## src/rtl/sertx_pkg.sv

```systemverilog
// Shared types for the serial transmitter.
// Assumes: one item kind is shifted at a time; NONE means no request.
package sertx_pkg;
    typedef enum logic [1:0] {
        ITEM_NONE = 2'd0,
        ITEM_IDLE = 2'd1,
        ITEM_BRK  = 2'd2,
        ITEM_DATA = 2'd3
    } item_t;
endpackage

```

## src/rtl/sertx_queue.sv

```systemverilog
// Holds the pending work: the one-entry data buffer, the idle flag and the
// break flag. Picks the next item for the shifter (idle, then break, then
// data), and offers an item only while transmit is enabled.
// Assumes: take/take_kind come from the shifter in the cycle it loads.
module sertx_queue
    import sertx_pkg::*;
#(
    parameter int DATA_W = 9
) (
    input  logic              clk,
    input  logic              rst_n,
    input  logic              bit_tick,
    input  logic              tx_en,
    input  logic              brk_req,
    input  logic              wr_stb,
    input  logic [DATA_W-1:0] wr_data,
    input  logic              busy,
    input  logic              brk_last,
    input  logic              take,
    input  item_t             take_kind,
    output item_t             nxt_kind,
    output logic [DATA_W-1:0] nxt_data,
    output logic              buf_full,
    output logic              pend_any
);
    logic              en_q;
    logic              brk_q;
    logic              idle_pend;
    logic              brk_pend;
    logic [DATA_W-1:0] buf_q;
    logic              en_rise;
    logic              brk_rise;
    logic              brk_again;
    logic              brk_want;

    assign en_rise   = tx_en & ~en_q;
    assign brk_rise  = brk_req & ~brk_q;
    // a break ending while the request is still high chains another one
    assign brk_again = bit_tick & brk_last & brk_req;
    assign brk_want  = brk_pend | brk_again;
    assign nxt_data  = buf_q;
    assign pend_any  = buf_full | idle_pend | brk_pend;

    // Purpose: keep the previous enable and break request for edge detection.
    always_ff @(posedge clk) begin
        if (!rst_n) begin
            en_q  <= 1'b0;
            brk_q <= 1'b0;
        end else begin
            en_q  <= tx_en;
            brk_q <= brk_req;
        end
    end

    // Purpose: pick the next item by fixed priority, only while enabled.
    always_comb begin
        if (!tx_en)         nxt_kind = ITEM_NONE;
        else if (idle_pend) nxt_kind = ITEM_IDLE;
        else if (brk_want)  nxt_kind = ITEM_BRK;
        else if (buf_full)  nxt_kind = ITEM_DATA;
        else                nxt_kind = ITEM_NONE;
    end

    // Purpose: the data buffer; a write wins over a same-cycle hand-off.
    always_ff @(posedge clk) begin
        if (!rst_n) begin
            buf_full <= 1'b0;
            buf_q    <= '0;
        end else begin
            if (take && take_kind == ITEM_DATA) buf_full <= 1'b0;
            if (wr_stb) begin
                buf_full <= 1'b1;
                buf_q    <= wr_data;
            end
        end
    end

    // Purpose: queue an idle character on an enable rise during shifting.
    always_ff @(posedge clk) begin
        if (!rst_n) begin
            idle_pend <= 1'b0;
        end else begin
            if (take && take_kind == ITEM_IDLE) idle_pend <= 1'b0;
            if (en_rise && busy)                idle_pend <= 1'b1;
        end
    end

    // Purpose: queue a break on a request rise or a chained repeat.
    always_ff @(posedge clk) begin
        if (!rst_n) begin
            brk_pend <= 1'b0;
        end else begin
            brk_pend <= (brk_pend | brk_rise | brk_again)
                        & ~(take && take_kind == ITEM_BRK);
        end
    end
endmodule

```

## src/rtl/sertx_shift.sv

```systemverilog
// Shifts one item onto the line, one bit per tick, LSB first. The frame
// length and the fill bit are fixed when the item loads. On the tick that
// ends an item, the next item may load at once, so back-to-back items
// leave no gap.
// Assumes: nxt_kind is NONE whenever nothing may start.
module sertx_shift
    import sertx_pkg::*;
#(
    parameter int DATA_W     = 9,
    parameter int LONG_EXTRA = 3
) (
    input  logic              clk,
    input  logic              rst_n,
    input  logic              bit_tick,
    input  item_t             nxt_kind,
    input  logic [DATA_W-1:0] nxt_data,
    input  logic              nine_bit,
    input  logic              extra_stop,
    input  logic              brk_long,
    output logic              busy,
    output logic              brk_last,
    output logic              take,
    output item_t             take_kind,
    output logic              line
);
    localparam int SHIFT_W = DATA_W + 3 + LONG_EXTRA;
    localparam int CNT_W   = $clog2(SHIFT_W + 1);
    localparam int BASE    = DATA_W + 1;

    item_t              cur_kind;
    logic [CNT_W-1:0]   cnt;
    logic [CNT_W-1:0]   len;
    logic [SHIFT_W-1:0] sh;
    logic               fill;
    logic               last;
    logic [CNT_W-1:0]   frame_len;
    logic [SHIFT_W-1:0] ld_vec;
    logic [CNT_W-1:0]   ld_len;
    logic               ld_fill;

    assign last      = busy && (cnt == len - CNT_W'(1));
    assign brk_last  = last && (cur_kind == ITEM_BRK);
    assign take      = bit_tick && (!busy || last) && (nxt_kind != ITEM_NONE);
    assign take_kind = nxt_kind;
    assign line      = busy ? sh[0] : 1'b1;
    assign frame_len = CNT_W'(BASE) + CNT_W'(nine_bit) + CNT_W'(extra_stop);

    // Purpose: build the bit pattern, length and fill bit of the next item.
    always_comb begin
        ld_vec  = '1;
        ld_len  = frame_len;
        ld_fill = 1'b1;
        case (nxt_kind)
            ITEM_DATA: begin
                ld_vec[0] = 1'b0;
                if (nine_bit) ld_vec[DATA_W:1]   = nxt_data;
                else          ld_vec[DATA_W-1:1] = nxt_data[DATA_W-2:0];
            end
            ITEM_BRK: begin
                ld_vec  = '0;
                ld_fill = 1'b0;
                ld_len  = frame_len + (brk_long ? CNT_W'(LONG_EXTRA) : CNT_W'(0));
            end
            default: begin
                ld_vec = '1;
            end
        endcase
    end

    // Purpose: load, advance or retire the item in the shifter on each tick.
    always_ff @(posedge clk) begin
        if (!rst_n) begin
            busy     <= 1'b0;
            cur_kind <= ITEM_NONE;
            cnt      <= '0;
            len      <= '0;
            sh       <= '1;
            fill     <= 1'b1;
        end else if (bit_tick) begin
            if (take) begin
                busy     <= 1'b1;
                cur_kind <= nxt_kind;
                cnt      <= '0;
                len      <= ld_len;
                sh       <= ld_vec;
                fill     <= ld_fill;
            end else if (last) begin
                busy     <= 1'b0;
                cur_kind <= ITEM_NONE;
                sh       <= '1;
            end else if (busy) begin
                cnt <= cnt + CNT_W'(1);
                sh  <= {fill, sh[SHIFT_W-1:1]};
            end
        end
    end
endmodule

```

## src/rtl/sertx_pin.sv

```systemverilog
// Pin control: ownership follows the enable, and is kept while an item is
// still shifting. In shared-line mode the driver also needs the direction
// input set to drive.
// Assumes: line is already high whenever nothing is shifting.
module sertx_pin (
    input  logic tx_en,
    input  logic busy,
    input  logic line,
    input  logic single_wire,
    input  logic dir_out,
    output logic txd,
    output logic txd_oe,
    output logic pin_owned
);
    // Purpose: derive ownership, driver enable and line value.
    always_comb begin
        pin_owned = tx_en | busy;
        txd_oe    = pin_owned & (~single_wire | dir_out);
        txd       = line;
    end
endmodule

```

## src/rtl/sertx_core.sv

```systemverilog
// Top of the serial transmitter: the pending-work queue, the bit shifter
// and the pin control, tied together.
// Assumes: bit_tick is a one-cycle strobe at the bit rate from outside.
module sertx_core
    import sertx_pkg::*;
#(
    parameter int DATA_W     = 9,
    parameter int LONG_EXTRA = 3
) (
    input  logic              clk,
    input  logic              rst_n,
    input  logic              bit_tick,
    input  logic              tx_en,
    input  logic              brk_req,
    input  logic              brk_long,
    input  logic              nine_bit,
    input  logic              extra_stop,
    input  logic              wr_stb,
    input  logic [DATA_W-1:0] wr_data,
    input  logic              single_wire,
    input  logic              dir_out,
    output logic              txd,
    output logic              txd_oe,
    output logic              pin_owned,
    output logic              buf_empty,
    output logic              tx_done
);
    item_t             nxt_kind;
    item_t             take_kind;
    logic [DATA_W-1:0] nxt_data;
    logic              buf_full;
    logic              pend_any;
    logic              busy;
    logic              brk_last;
    logic              take;
    logic              line;

    sertx_queue #(.DATA_W(DATA_W)) u_queue (
        .clk(clk), .rst_n(rst_n), .bit_tick(bit_tick), .tx_en(tx_en),
        .brk_req(brk_req), .wr_stb(wr_stb), .wr_data(wr_data), .busy(busy),
        .brk_last(brk_last), .take(take), .take_kind(take_kind),
        .nxt_kind(nxt_kind), .nxt_data(nxt_data), .buf_full(buf_full),
        .pend_any(pend_any)
    );

    sertx_shift #(.DATA_W(DATA_W), .LONG_EXTRA(LONG_EXTRA)) u_shift (
        .clk(clk), .rst_n(rst_n), .bit_tick(bit_tick), .nxt_kind(nxt_kind),
        .nxt_data(nxt_data), .nine_bit(nine_bit), .extra_stop(extra_stop),
        .brk_long(brk_long), .busy(busy), .brk_last(brk_last), .take(take),
        .take_kind(take_kind), .line(line)
    );

    sertx_pin u_pin (
        .tx_en(tx_en), .busy(busy), .line(line), .single_wire(single_wire),
        .dir_out(dir_out), .txd(txd), .txd_oe(txd_oe), .pin_owned(pin_owned)
    );

    // Purpose: status flags seen at the ports.
    always_comb begin
        buf_empty = ~buf_full;
        tx_done   = ~busy & ~pend_any;
    end
endmodule

```

## config.mk

```make
export PLATFORM = sky130hd
export DESIGN_NAME = sertx_core
export DESIGN_NICKNAME = d
export VERILOG_FILES = /design/src/rtl/sertx_pkg.sv /design/src/rtl/sertx_queue.sv /design/src/rtl/sertx_shift.sv /design/src/rtl/sertx_pin.sv /design/src/rtl/sertx_core.sv
export SDC_FILE = /design/constraint.sdc
export NUM_CORES = 1
export LEC_CHECK = 0
export BUFFER_PORTS_ARGS = -buffer_cell sky130_fd_sc_hd__buf_2
export CAP_MARGIN = 20
export CORE_ASPECT_RATIO = 0.5
export CORE_MARGIN = 1
export CORE_UTILIZATION = 62
export CTS_CLUSTER_DIAMETER = 50
export DETAILED_ROUTE_END_ITERATION = 12
export GPL_ROUTABILITY_DRIVEN = 0
export PLACE_DENSITY = 0.84
export SETUP_SLACK_MARGIN = 0.15
export SYNTH_ARGS = -nofsm -noshare
export SYNTH_HDL_FRONTEND = slang
export SYNTH_SLANG_ARGS = --single-unit
export TNS_END_PERCENT = 100
```

## constraint.sdc

```tcl
create_clock -name clk -period 5 [get_ports clk]
set_input_delay 0.75 -clock clk [delete_from_list [all_inputs] [get_ports clk]]
set_output_delay 0.75 -clock clk [all_outputs]
set_load 0.005 [all_outputs]
```

==> qor.yml <==
clock_tree:
  cts_resized: 0
  cts_tree: "yes"
  root_buffer: "clkbuf_8"
  cts.hold.buffers_added: 0
  cts_buffer_depth: 2
  cts_buffers: 5
  clkTransAtPathRegs_ps: 80
  htreeDepth: 2
  clock_sinks: 41
  cts_setup_buffers: 0
  clock_latency_ps: 310
hold_path:
  min_from: "u_shift.sh[0]"
  min_to: "u_shift.sh[0]"
  hp-class: "flip-flop to flip-flop"
  min_path_cells: 2
route:
  drt_iter0_markers: 62
  wl_um: 4250
  avgViaCountPerCell: 5.91
  ant_nets: 0
  wire_per_inst_um: 14.8
  drt_pre_antenna_iters: 6
  drcViolationCount: 0
  via_count: 1691
logic_synthesis:
  syn_area_per_cell_sq_um: 9.40
  syn_inst: 225
  ys_seq_area_share_pct: 38.8
  synth_nets: 252
  synth_flop_cell: "dfxtp_1"
  ys_types: 47
  synth.cell_area_sq_um: 2110
  synth-seq-cells: 41
  async_reset_ff_share_pct: 0
  synth_edf_count: 0
  yosysWarnings: 0
finish:
  nets: 272
  diodes: 0
  drive_gt1_share_pct: 22.0
  final_core_util_pct: 74.6
  final_cell_area_sq_um: 2320
  syn2layout_area_growth_pct: 9.94
critical_path:
  r2r_end: "u_shift.sh[14]"
  reg2reg_from: "u_shift.len[0]"
  worstPathRequired_ps: 5150
  critPathKind: "flip-flop to flip-flop"
  arrival_ps: 2990
  critical-path-slowest-cell: "or3_1"
  end_kind: "flip-flop"
  cp_max_fo: 7
  rrSetupSlack_ps: 2160
  critPathTopFamily: "simple AND/OR/NAND/NOR gates"
  worst-path-buf-inv: 1
  cp_cell_sequence: "inv_1, ha_1, xnor2_1, or4_4, o31a_1, or3_1, nor2_8, o311ai_1"
  cpPeakStageDelay_ps: 570
  cp-start-kind: "flip-flop"
  r2r_cells: 8
power_and_ir_drop:
  p_per_area_nw_per_um2: 310
  irDropWorstVdd_mv: 0.176
  p_leak_uw: 0.000952
sta:
  tns_ps: 0
  slew_viol_final: 0
  worstMarginPinSlew_ps: 616
  fin_hold_ws_ps: 486
  fmax_mhz: 352
  setup_violations: 0
  finalHoldViolCount: 0
  period_share_pct: 56.9
  setup_ws_ps: 2160
  rsz0062_at_grt: "no"
  max-slew-margin-rel_pct: 58.9
  clock_skew_ps: 5.78
  layout_min_cycle_time_ps: 2840
global_routing:
  antenna_found_initial: 0
  grt_overflow: 0
  grt_pass1_wl_um: 6820
  grt_max_degree: 42
  grt_pass1_vias: 1526
  gr-usage-all-layers_pct: 24.9
die:
  initial_core_util_pct: 67.8
  core-area_sq_um: 3120
  pin_count: 25
  fp.dieW_um: 84.6
  dieArea_sq_um: 3660
  num_rows: 14
  die_y_um: 43.3
placement:
  placed_area_sq_um: 2230
  dp_slack_ps: 2150
  place.detailed.hpwl_um: 2920
  io_buffers: 24
status:
  outcome: "completed"
run:
  drv_cap: 0
## cell usage after synthesis (3+ instances only)
master,n,area share [%]
dfxtp_1,41,39
nor2_1,24,4.3
inv_1,16,2.8
nor2b_1,16,4.7
a21boi_0,12,4.3
nand2_1,11,2.0
mux2i_1,10,4.7
clkbuf_1,9,1.6
o221ai_2,9,6.4
ha_1,7,4.1
xnor2_1,7,2.9
o21ai_0,6,1.4
o311ai_1,5,2.1
nor3_2,4,1.9
a21oi_1,3,0.71
a22oi_1,3,1.1
and2_1,3,0.89
or3_1,3,0.89
## final cells by class
cell class	count	area, sq um
sequential	41	821
tap	40	50.0
fill	244	793
timing repair buffer	25	128
clock buffer	6	82.6
inverter	16	60.1
multi-input combinational	156	1170
clock inverter	2	13.8
## cell families after synthesis
family	share of synthesized area [%]
muxes	4.73
DFF	38.8
xor gates and xnor gates	3.31
and+or+nand+nor	20.3
buffers and inverters	5.86
AOI/OAI and AO/OA	22.8
adders and majority gates	4.14
## worst register-to-register path, stage by stage (launching register included)
cell      delay (ps)
dfxtp_1          410
inv_1             70
ha_1             300
xnor2_1          160
or4_4            560
o31a_1           290
or3_1            570
nor2_8           210
o311ai_1         120
## stage by stage
step,power [uW],cells
global placement,482,278
global route,746,286
detailed placement,488,278
CTS,721,286
floorplan,459,225
finish,720,286
## sequential cells by signal, indices dropped and copies added, names as in the netlist
name and cells:
u_queue.brk_pend 1, u_queue.brk_q 1, u_queue.buf_full 1, u_queue.en_q 1, u_queue.idle_pend 1, u_queue.nxt_data 9
u_shift.busy 1, u_shift.cnt 4, u_shift.cur_kind 2, u_shift.fill 1, u_shift.len 4, u_shift.sh 15
## worst max path at each step
stage | from | to | slack (ps) | cells after the start
floorplan | bit_tick | u_shift.sh[10] | 2320 | 8
global placement | bit_tick | u_shift.sh[10] | 2210 | 7
detailed placement | bit_tick | u_shift.sh[3] | 2150 | 7
CTS | u_shift.len[0] | u_shift.sh[3] | 2170 | 8
global route | u_shift.len[0] | u_shift.sh[14] | 2060 | 8
finish | u_shift.len[0] | u_shift.sh[14] | 2160 | 8
## where the power goes
part	switching [uW]	internal [uW]
clock	125	112
combinational	69.3	50.9
sequential	14.5	348
total	209	511
## layer usage
layer | track usage, % | share of wire (%) | routed length, um | vias to the layer above
li1 | - | - | - | 839
met1 | 31.1 | 50 | 2140 | 797
met2 | 39.2 | 43 | 1810 | 40
met3 | 7.20 | 4.2 | 178 | 15
met4 | 14.2 | 2.6 | 111 | 0
met5 | 0 | 0 | 0 | -
## cells in the final DEF (no fill, tap or decap), drive strengths merged, types with 3 or more instances in the layout
cell type  instances
dfxtp             41
nor2              25
buf               25
inv               16
nor2b             16
a21boi            12
nand2             11
mux2i             10
o221ai             9
o21ai              8
xnor2              7
ha                 7
clkbuf             6
o311ai             6
nor3               6
or3                3
a21oi              3
and2               3
a22oi              3
nand3              3
Note: power is estimated with default switching activity, not from simulation.
